**src/rtl/mstat_pkg.sv**
```systemverilog
package mstat_pkg;
  localparam int unsigned BUS_W      = 16;
  localparam int unsigned ROLL_WORDS = 4;
  localparam int unsigned ROLL_BITS  = ROLL_WORDS * BUS_W;
  localparam int unsigned SLOT_WORDS = 4;
  localparam int unsigned WIDE_W     = SLOT_WORDS * BUS_W;
endpackage

```
**src/rtl/mstat_counter.sv**
```systemverilog
module mstat_counter #(
  parameter int unsigned CNT_W   = 40,
  parameter int unsigned DELTA_W = 16
) (
  input  logic               clk,
  input  logic               rst,
  input  logic               clr,
  input  logic [DELTA_W-1:0] delta,
  output logic [CNT_W-1:0]   value,
  output logic               wrap
);
  logic [CNT_W:0] sum_ext;

  always_comb sum_ext = {1'b0, value} + (CNT_W+1)'(delta);

  assign wrap = sum_ext[CNT_W] & ~clr;

  always_ff @(posedge clk) begin
    if (rst || clr) value <= '0;
    else            value <= sum_ext[CNT_W-1:0];
  end

  assert_clear_zero_R6: assert property (@(posedge clk) disable iff (rst)
    clr |=> (value == '0));

  assert_wrap_drop_R7: assert property (@(posedge clk) disable iff (rst)
    wrap |=> (value < $past(value)));
endmodule

```
**src/rtl/mstat_rollover.sv**
```systemverilog
module mstat_rollover import mstat_pkg::*; #(
  parameter int unsigned NUM_CNT = 24
) (
  input  logic                 clk,
  input  logic                 rst,
  input  logic [NUM_CNT-1:0]   wrap,
  input  logic                 rd_en,
  input  logic [1:0]           rd_word,
  output logic [ROLL_BITS-1:0] roll_bits
);
  logic [NUM_CNT-1:0] roll;
  logic [NUM_CNT-1:0] clr_mask;

  for (genvar i = 0; i < NUM_CNT; i++) begin : g_bit
    localparam int unsigned WORD_IDX = i / BUS_W;
    assign clr_mask[i] = rd_en && (rd_word == 2'(WORD_IDX));
    always_ff @(posedge clk) begin
      if (rst) roll[i] <= 1'b0;
      else     roll[i] <= (roll[i] & ~clr_mask[i]) | wrap[i];
    end
  end

  assign roll_bits = ROLL_BITS'(roll);

  assert_wrap_sets_R7: assert property (@(posedge clk) disable iff (rst)
    (wrap != '0) |=> ((roll & $past(wrap)) == $past(wrap)));

  assert_read_clears_R8: assert property (@(posedge clk) disable iff (rst)
    (rd_en && (wrap == '0)) |=>
      (((roll_bits >> (BUS_W * $past(rd_word))) & ROLL_BITS'(16'hFFFF)) == '0));
endmodule

```
**src/rtl/mstat_regif.sv**
```systemverilog
module mstat_regif import mstat_pkg::*; #(
  parameter int unsigned NUM_CNT   = 24,
  parameter int unsigned CNT_W     = 40,
  parameter int unsigned ADDR_W    = 10,
  parameter int unsigned CTRL_ADDR = 'h000,
  parameter int unsigned ROLL_BASE = 'h010,
  parameter int unsigned CNT_BASE  = 'h040
) (
  input  logic                     clk,
  input  logic                     rst,
  input  logic [ADDR_W-1:0]        bus_addr,
  input  logic                     bus_wr,
  input  logic [BUS_W-1:0]         bus_wdata,
  input  logic                     bus_rd,
  input  logic [NUM_CNT*CNT_W-1:0] snap_flat,
  input  logic [ROLL_BITS-1:0]     roll_bits,
  output logic                     snap_cmd,
  output logic                     clr_cmd,
  output logic                     roll_rd,
  output logic [1:0]               roll_word,
  output logic [BUS_W-1:0]         bus_rdata
);
  logic [ADDR_W-1:0] cnt_off, roll_off;
  logic              in_cnt, in_roll, is_ctrl;
  logic [CNT_W-1:0]  slot_val;
  logic [WIDE_W-1:0] wide;
  logic [BUS_W-1:0]  rd_val;
  logic [BUS_W-3:0]  unused_wdata;

  assign unused_wdata = bus_wdata[BUS_W-1:2];
  assign cnt_off  = bus_addr - ADDR_W'(CNT_BASE);
  assign roll_off = bus_addr - ADDR_W'(ROLL_BASE);
  assign in_cnt   = (bus_addr >= ADDR_W'(CNT_BASE)) &&
                    (int'(cnt_off[ADDR_W-1:2]) < NUM_CNT);
  assign in_roll  = (bus_addr >= ADDR_W'(ROLL_BASE)) &&
                    (roll_off < ADDR_W'(ROLL_WORDS));
  assign is_ctrl  = (bus_addr == ADDR_W'(CTRL_ADDR));

  assign snap_cmd  = bus_wr && is_ctrl && bus_wdata[0];
  assign clr_cmd   = bus_wr && is_ctrl && bus_wdata[1];
  assign roll_rd   = bus_rd && in_roll;
  assign roll_word = roll_off[1:0];

  always_comb begin
    slot_val = '0;
    for (int i = 0; i < NUM_CNT; i++)
      if (int'(cnt_off[ADDR_W-1:2]) == i) slot_val = snap_flat[i*CNT_W +: CNT_W];
    wide = WIDE_W'(slot_val);
    rd_val = '0;
    if (in_cnt) begin
      if (cnt_off[1:0] != 2'd3) rd_val = wide[cnt_off[1:0]*BUS_W +: BUS_W];
    end else if (in_roll) begin
      rd_val = roll_bits[roll_word*BUS_W +: BUS_W];
    end
  end

  always_ff @(posedge clk) begin
    if (rst)         bus_rdata <= '0;
    else if (bus_rd) bus_rdata <= rd_val;
  end

  assert_rdata_hold_R5: assert property (@(posedge clk) disable iff (rst)
    !bus_rd |=> $stable(bus_rdata));

  assert_unmapped_zero_R9: assert property (@(posedge clk) disable iff (rst)
    (bus_rd && !in_cnt && !in_roll) |=> (bus_rdata == '0));
endmodule

```
**src/rtl/mac_stat_bank.sv**
```systemverilog
module mac_stat_bank import mstat_pkg::*; #(
  parameter int unsigned NUM_CNT     = 24,
  parameter int unsigned CNT_W       = 40,
  parameter int unsigned BYTE_W      = 16,
  parameter int unsigned ADDR_W      = 10,
  parameter int unsigned RX_OCT_SLOT = 0,
  parameter int unsigned TX_OCT_SLOT = 12,
  parameter int unsigned CTRL_ADDR   = 'h000,
  parameter int unsigned ROLL_BASE   = 'h010,
  parameter int unsigned CNT_BASE    = 'h040
) (
  input  logic               clk,
  input  logic               rst,
  input  logic [NUM_CNT-1:0] ev_hit,
  input  logic [NUM_CNT-1:0] ev_aux,
  input  logic [BYTE_W-1:0]  rx_bytes,
  input  logic [BYTE_W-1:0]  tx_bytes,
  input  logic [ADDR_W-1:0]  bus_addr,
  input  logic               bus_wr,
  input  logic [15:0]        bus_wdata,
  input  logic               bus_rd,
  output logic [15:0]        bus_rdata
);
  logic [BYTE_W-1:0]        delta [NUM_CNT];
  logic [NUM_CNT*CNT_W-1:0] cnt_flat, snap_flat;
  logic [NUM_CNT-1:0]       wrap;
  logic [ROLL_BITS-1:0]     roll_bits;
  logic                     snap_cmd, clr_cmd, roll_rd;
  logic [1:0]               roll_word;

  for (genvar i = 0; i < NUM_CNT; i++) begin : g_cnt
    if (i == RX_OCT_SLOT) begin : g_rx_oct
      assign delta[i] = (ev_hit[i] | ev_aux[i]) ? rx_bytes : '0;
    end else if (i == TX_OCT_SLOT) begin : g_tx_oct
      assign delta[i] = (ev_hit[i] | ev_aux[i]) ? tx_bytes : '0;
    end else begin : g_frame
      assign delta[i] = BYTE_W'(ev_hit[i]) + BYTE_W'(ev_aux[i]);
    end

    mstat_counter #(.CNT_W(CNT_W), .DELTA_W(BYTE_W)) u_cnt (
      .clk   (clk),
      .rst   (rst),
      .clr   (clr_cmd),
      .delta (delta[i]),
      .value (cnt_flat[i*CNT_W +: CNT_W]),
      .wrap  (wrap[i])
    );
  end

  always_ff @(posedge clk) begin
    if (rst)           snap_flat <= '0;
    else if (snap_cmd) snap_flat <= cnt_flat;
  end

  mstat_rollover #(.NUM_CNT(NUM_CNT)) u_roll (
    .clk       (clk),
    .rst       (rst),
    .wrap      (wrap),
    .rd_en     (roll_rd),
    .rd_word   (roll_word),
    .roll_bits (roll_bits)
  );

  mstat_regif #(
    .NUM_CNT(NUM_CNT), .CNT_W(CNT_W), .ADDR_W(ADDR_W),
    .CTRL_ADDR(CTRL_ADDR), .ROLL_BASE(ROLL_BASE), .CNT_BASE(CNT_BASE)
  ) u_regif (
    .clk       (clk),
    .rst       (rst),
    .bus_addr  (bus_addr),
    .bus_wr    (bus_wr),
    .bus_wdata (bus_wdata),
    .bus_rd    (bus_rd),
    .snap_flat (snap_flat),
    .roll_bits (roll_bits),
    .snap_cmd  (snap_cmd),
    .clr_cmd   (clr_cmd),
    .roll_rd   (roll_rd),
    .roll_word (roll_word),
    .bus_rdata (bus_rdata)
  );

  assert_snap_hold_R4: assert property (@(posedge clk) disable iff (rst)
    !snap_cmd |=> $stable(snap_flat));
endmodule

```
**config.mk**
```make
export PLATFORM = sky130hd
export DESIGN_NAME = mac_stat_bank
export DESIGN_NICKNAME = d
export VERILOG_FILES = /design/src/rtl/mstat_pkg.sv /design/src/rtl/mstat_counter.sv /design/src/rtl/mstat_rollover.sv /design/src/rtl/mstat_regif.sv /design/src/rtl/mac_stat_bank.sv
export SDC_FILE = /design/constraint.sdc
export NUM_CORES = 2
export LEC_CHECK = 0
export ABC_AREA = 0
export BUFFER_PORTS_ARGS = -buffer_cell sky130_fd_sc_hd__buf_2
export CAP_MARGIN = 20
export CELL_PAD_IN_SITES_DETAIL_PLACEMENT = 1
export CELL_PAD_IN_SITES_GLOBAL_PLACEMENT = 1
export CORE_MARGIN = 2
export CORE_UTILIZATION = 43
export DETAILED_ROUTE_END_ITERATION = 12
export PLACE_DENSITY_LB_ADDON = 0.1
export RECOVER_POWER = 50
export SETUP_SLACK_MARGIN = 0.1
export SLEW_MARGIN = 25
export SYNTH_ARGS = -nofsm -noshare
export SYNTH_HDL_FRONTEND = slang
export SYNTH_SLANG_ARGS = --single-unit
```
**constraint.sdc**
```tcl
create_clock -name clk -period 3.7 [get_ports clk]
set_clock_uncertainty 0.15 [all_clocks]
set_input_delay 0.74 -clock clk [delete_from_list [all_inputs] [get_ports clk]]
set_output_delay 0.74 -clock clk [all_outputs]
set_load 0.05 [all_outputs]
```
==> results.json <==
{
  "status": "finished with violations",
  "violations": "negative setup slack",
  "power.total_uw": 46090,
  "fmax_mhz": 266.9,
  "hold_viol": 0,
  "cts_hold_buf": 0,
  "port_buffers": 111,
  "period_minus_slack_ns": 3.747,
  "gp_congestion": 1.023,
  "ys_ff_latch": 1960,
  "ant_nets": 0,
  "stdcell_area_um2": 101600,
  "final.setup.tns_ns": -0.04719,
  "worstPathRequired_ns": 4.28,
  "ys_top_cells_by_area": "dfxtp_1 47%, nand2_1 11%, a21oi_1 7.1%, xor2_1 5.4%, nor2_1 5.1%",
  "die_height_um": 446.6,
  "min_path_type": "in2reg",
  "syn_avg_cell_area_um2": 8.020,
  "finish.utilization": 0.5218,
  "crit_path_max_fanout": 14,
  "slew_viol_final": 0,
  "numCtsBuffers": 209,
  "gr-usage-all-layers": 0.3712,
  "rows": 162,
  "start_util": 0.4325,
  "drtIter0Drc": 6540,
  "via_count": 80930,
  "worst_path_max_delay_cell": "nor2b_1",
  "combPwrFrac": 0.059,
  "worst_setup_path_start_kind": "primary input",
  "synth_enable_flop_cells": 0,
  "fin_crit_sh": 1.013,
  "drcViolationCount": 0,
  "core_um2": 194800,
  "antenna_found_initial": 19,
  "worst_hold_slack_ns": 0.08921,
  "drive_gt1_frac": 0.1311,
  "cellInternalPower_uw": 34990,
  "cts.clk_slew.worst_paths_ns": 0.06,
  "power.leakage_uw": 0.03659,
  "die_area_um2": 199500,
  "max_stage_delay_ns": 0.53,
  "syn_area_um2": 84250,
  "area_growth_pct": 20.64,
  "grt_pass1_wl_mm": 549.6,
  "clkSinkCount": 1960,
  "seq_area_frac_synth": 0.4657,
  "yosys_warnings": 0,
  "postPlaceCellArea_um2": 94910,
  "layout.nets": 11390,
  "crit_chain": "buf_6, buf_12, nor2b_1, buf_4, nand2_1, nor2_2, buf_4, a222oi_1, o21a_1, o21ai_0, buf_4, a221oi_1, a2111oi_1",
  "dpl.hpwl_mm": 294.9,
  "cts_tree": "done",
  "endpoint_kind": "flip-flop",
  "cpMostUsedCell": "buf_4",
  "maxCapViolCount": 0,
  "grt_max_degree": 209,
  "netlist.top_cell.by_area": "dfxtp_1",
  "p_switching_uw": 11100,
  "ir_drop_v": 0.0005008,
  "io_pins": 126,
  "filler_cell_count": 23200,
  "setup_viol": 1,
  "clk_latency_ns": 0.88,
  "clockRootBuffer": "clkbuf_16",
  "routed_wl_mm": 379.1,
  "ys.flop_type": "dfxtp_1",
  "synth_top_area_share": 0.4657,
  "p_seq_frac": 0.468,
  "syn_nets": 10700,
  "cp.arrival_ns": 4.33,
  "syn_inst": 10510,
  "rsz0062_at_grt": "true",
  "netSwitchingFraction": 0.2408,
  "vias_per_cell": 5.781,
  "async_reset_ff_frac": 0,
  "cts.htree.levels": 4,
  "die_w_um": 446.6,
  "drt-wirelength-per-cell_um": 27.08,
  "multi_input_area_um2": 42320,
  "synth_cell_type_count": 87,
  "power.density_nw_per_um2": 453.5,
  "worstSetupPathType": "in2reg",
  "clockBufferDepth": 3,
  "relSlewSlack": 0.1944,
  "layout_setup_ws_ns": -0.04719,
  "clkPwrFrac": 0.473,
  "first_global_vias": 80890,
  "regArea_um2": 39240,
  "grt_overflow": 0,
  "first_pass_iters": 5,
  "tightestPinTransition_ns": 1.208,
  "post-cts-setup-buffers": 0
}
[registers in the layout (all words and copies together) (netlist names)]
register	count
g_cnt.u_cnt.value	960
snap_flat	960
u_regif.bus_rdata	16
u_roll.roll_bits	24
[cell usage after synthesis, types with 70 or more instances]
master / number
nor2b_1: 82
and3_1: 177
inv_1: 163
and4_1: 86
a21oi_1: 1187
o21ai_0: 207
nor2_1: 1141
xnor2_1: 288
dfxtp_1: 1960
nor3_1: 94
o22ai_1: 72
nand3_1: 349
nand2_1: 2437
or3_1: 91
clkbuf_1: 544
xor2_1: 519
a221oi_1: 70
a22oi_1: 72
nand4_1: 195
[cell usage in the layout (no fill, tap or decap), types with 72 or more instances in the layout]
| master | netlist | layout |
|---|---|---|
| nand2_1 | 2437 | 2436 |
| dfxtp_1 | 1960 | 1960 |
| a21oi_1 | 1187 | 1184 |
| nor2_1 | 1141 | 1137 |
| buf_4 | 4 | 820 |
| xor2_1 | 519 | 519 |
| nand3_1 | 349 | 346 |
| xnor2_1 | 288 | 288 |
| clkbuf_16 | 0 | 210 |
| o21ai_0 | 207 | 199 |
| nand4_1 | 195 | 195 |
| and3_1 | 177 | 177 |
| inv_1 | 163 | 163 |
| buf_12 | 0 | 102 |
| buf_2 | 41 | 93 |
| or3_1 | 91 | 91 |
| clkbuf_1 | 544 | 88 |
| and4_1 | 86 | 86 |
| nor3_1 | 94 | 86 |
| nor2b_1 | 82 | 81 |
| o22ai_1 | 72 | 72 |
[metrics by stage]
step                setup WS (ns)  instances
floorplan                  0.1030      10510
global placement           -1.333      13620
detailed placement         -1.043      13620
CTS                        0.1124      13990
global route              0.02502      13990
finish                   -0.04719      14000
[power groups by stage]
| stage | sequential [uW] | clock, uW | combinational [uW] |
|---|---|---|---|
| floorplan | 21900 | 0 | 1480 |
| global placement | 22000 | 0 | 2630 |
| detailed placement | 22000 | 0 | 2720 |
| CTS | 21600 | 22100 | 2750 |
| global route | 21600 | 22900 | 2930 |
| finish | 21600 | 21800 | 2730 |
[worst paths after layout]
check | startpoint | end | slack [ns] | cells after the start
worst max-delay path | bus_addr[2] | u_regif.bus_rdata[9] | -0.05 | 13
worst min-delay path | rst | snap_flat[923] | 0.09 | 2
worst min register to register | snap_flat[137] | snap_flat[137] | 0.30 | 2
worst max register to register | snap_flat[85] | u_regif.bus_rdata[5] | 0.22 | 9
[critical path: cells and delay by family]
kind	cells	cell delay, ns
buffers and inverters	5	1.14
AOI/OAI and AO/OA	5	1.28
and+or+nand+nor	3	1.07
[per-layer routing]
layer / GRT usage / wire (um)
met5: 0 / 29
met2: 0.5967 / 172100
met4: 0.1923 / 22880
met1: 0.4791 / 161600
met3: 0.06078 / 22510
[cells by family after synthesis]
kind of cell               count (synthesis)  synth area share
xor gates and xnor gates                 807           0.08390
muxes                                     73           0.01149
AOI/OAI and AO/OA                       1969            0.1378
adders and majority gates                 81           0.01417
buffers and inverters                    774           0.03545
and+or+nand+nor                         4841            0.2514
DFF                                     1960            0.4657
[cell type report]
class	count	area share
multi-input combinational	7771	0.4164
sequential	1960	0.3861
timing repair buffer	1093	0.08889
clock buffer	303	0.06056
tap	2624	0.03230
clock inverter	73	0.009430
inverter	167	0.006168
antenna	8	0.0001970
[repair_timing]
action | CTS | global route
setup endpoints to repair | 6 | 12
endpoints found under the hold margin | 0 | 0
pin swaps | 0 | 3
gates resized for setup | 7 | 11
cloned | 0 | 0
(Power assumes the default switching activity.)
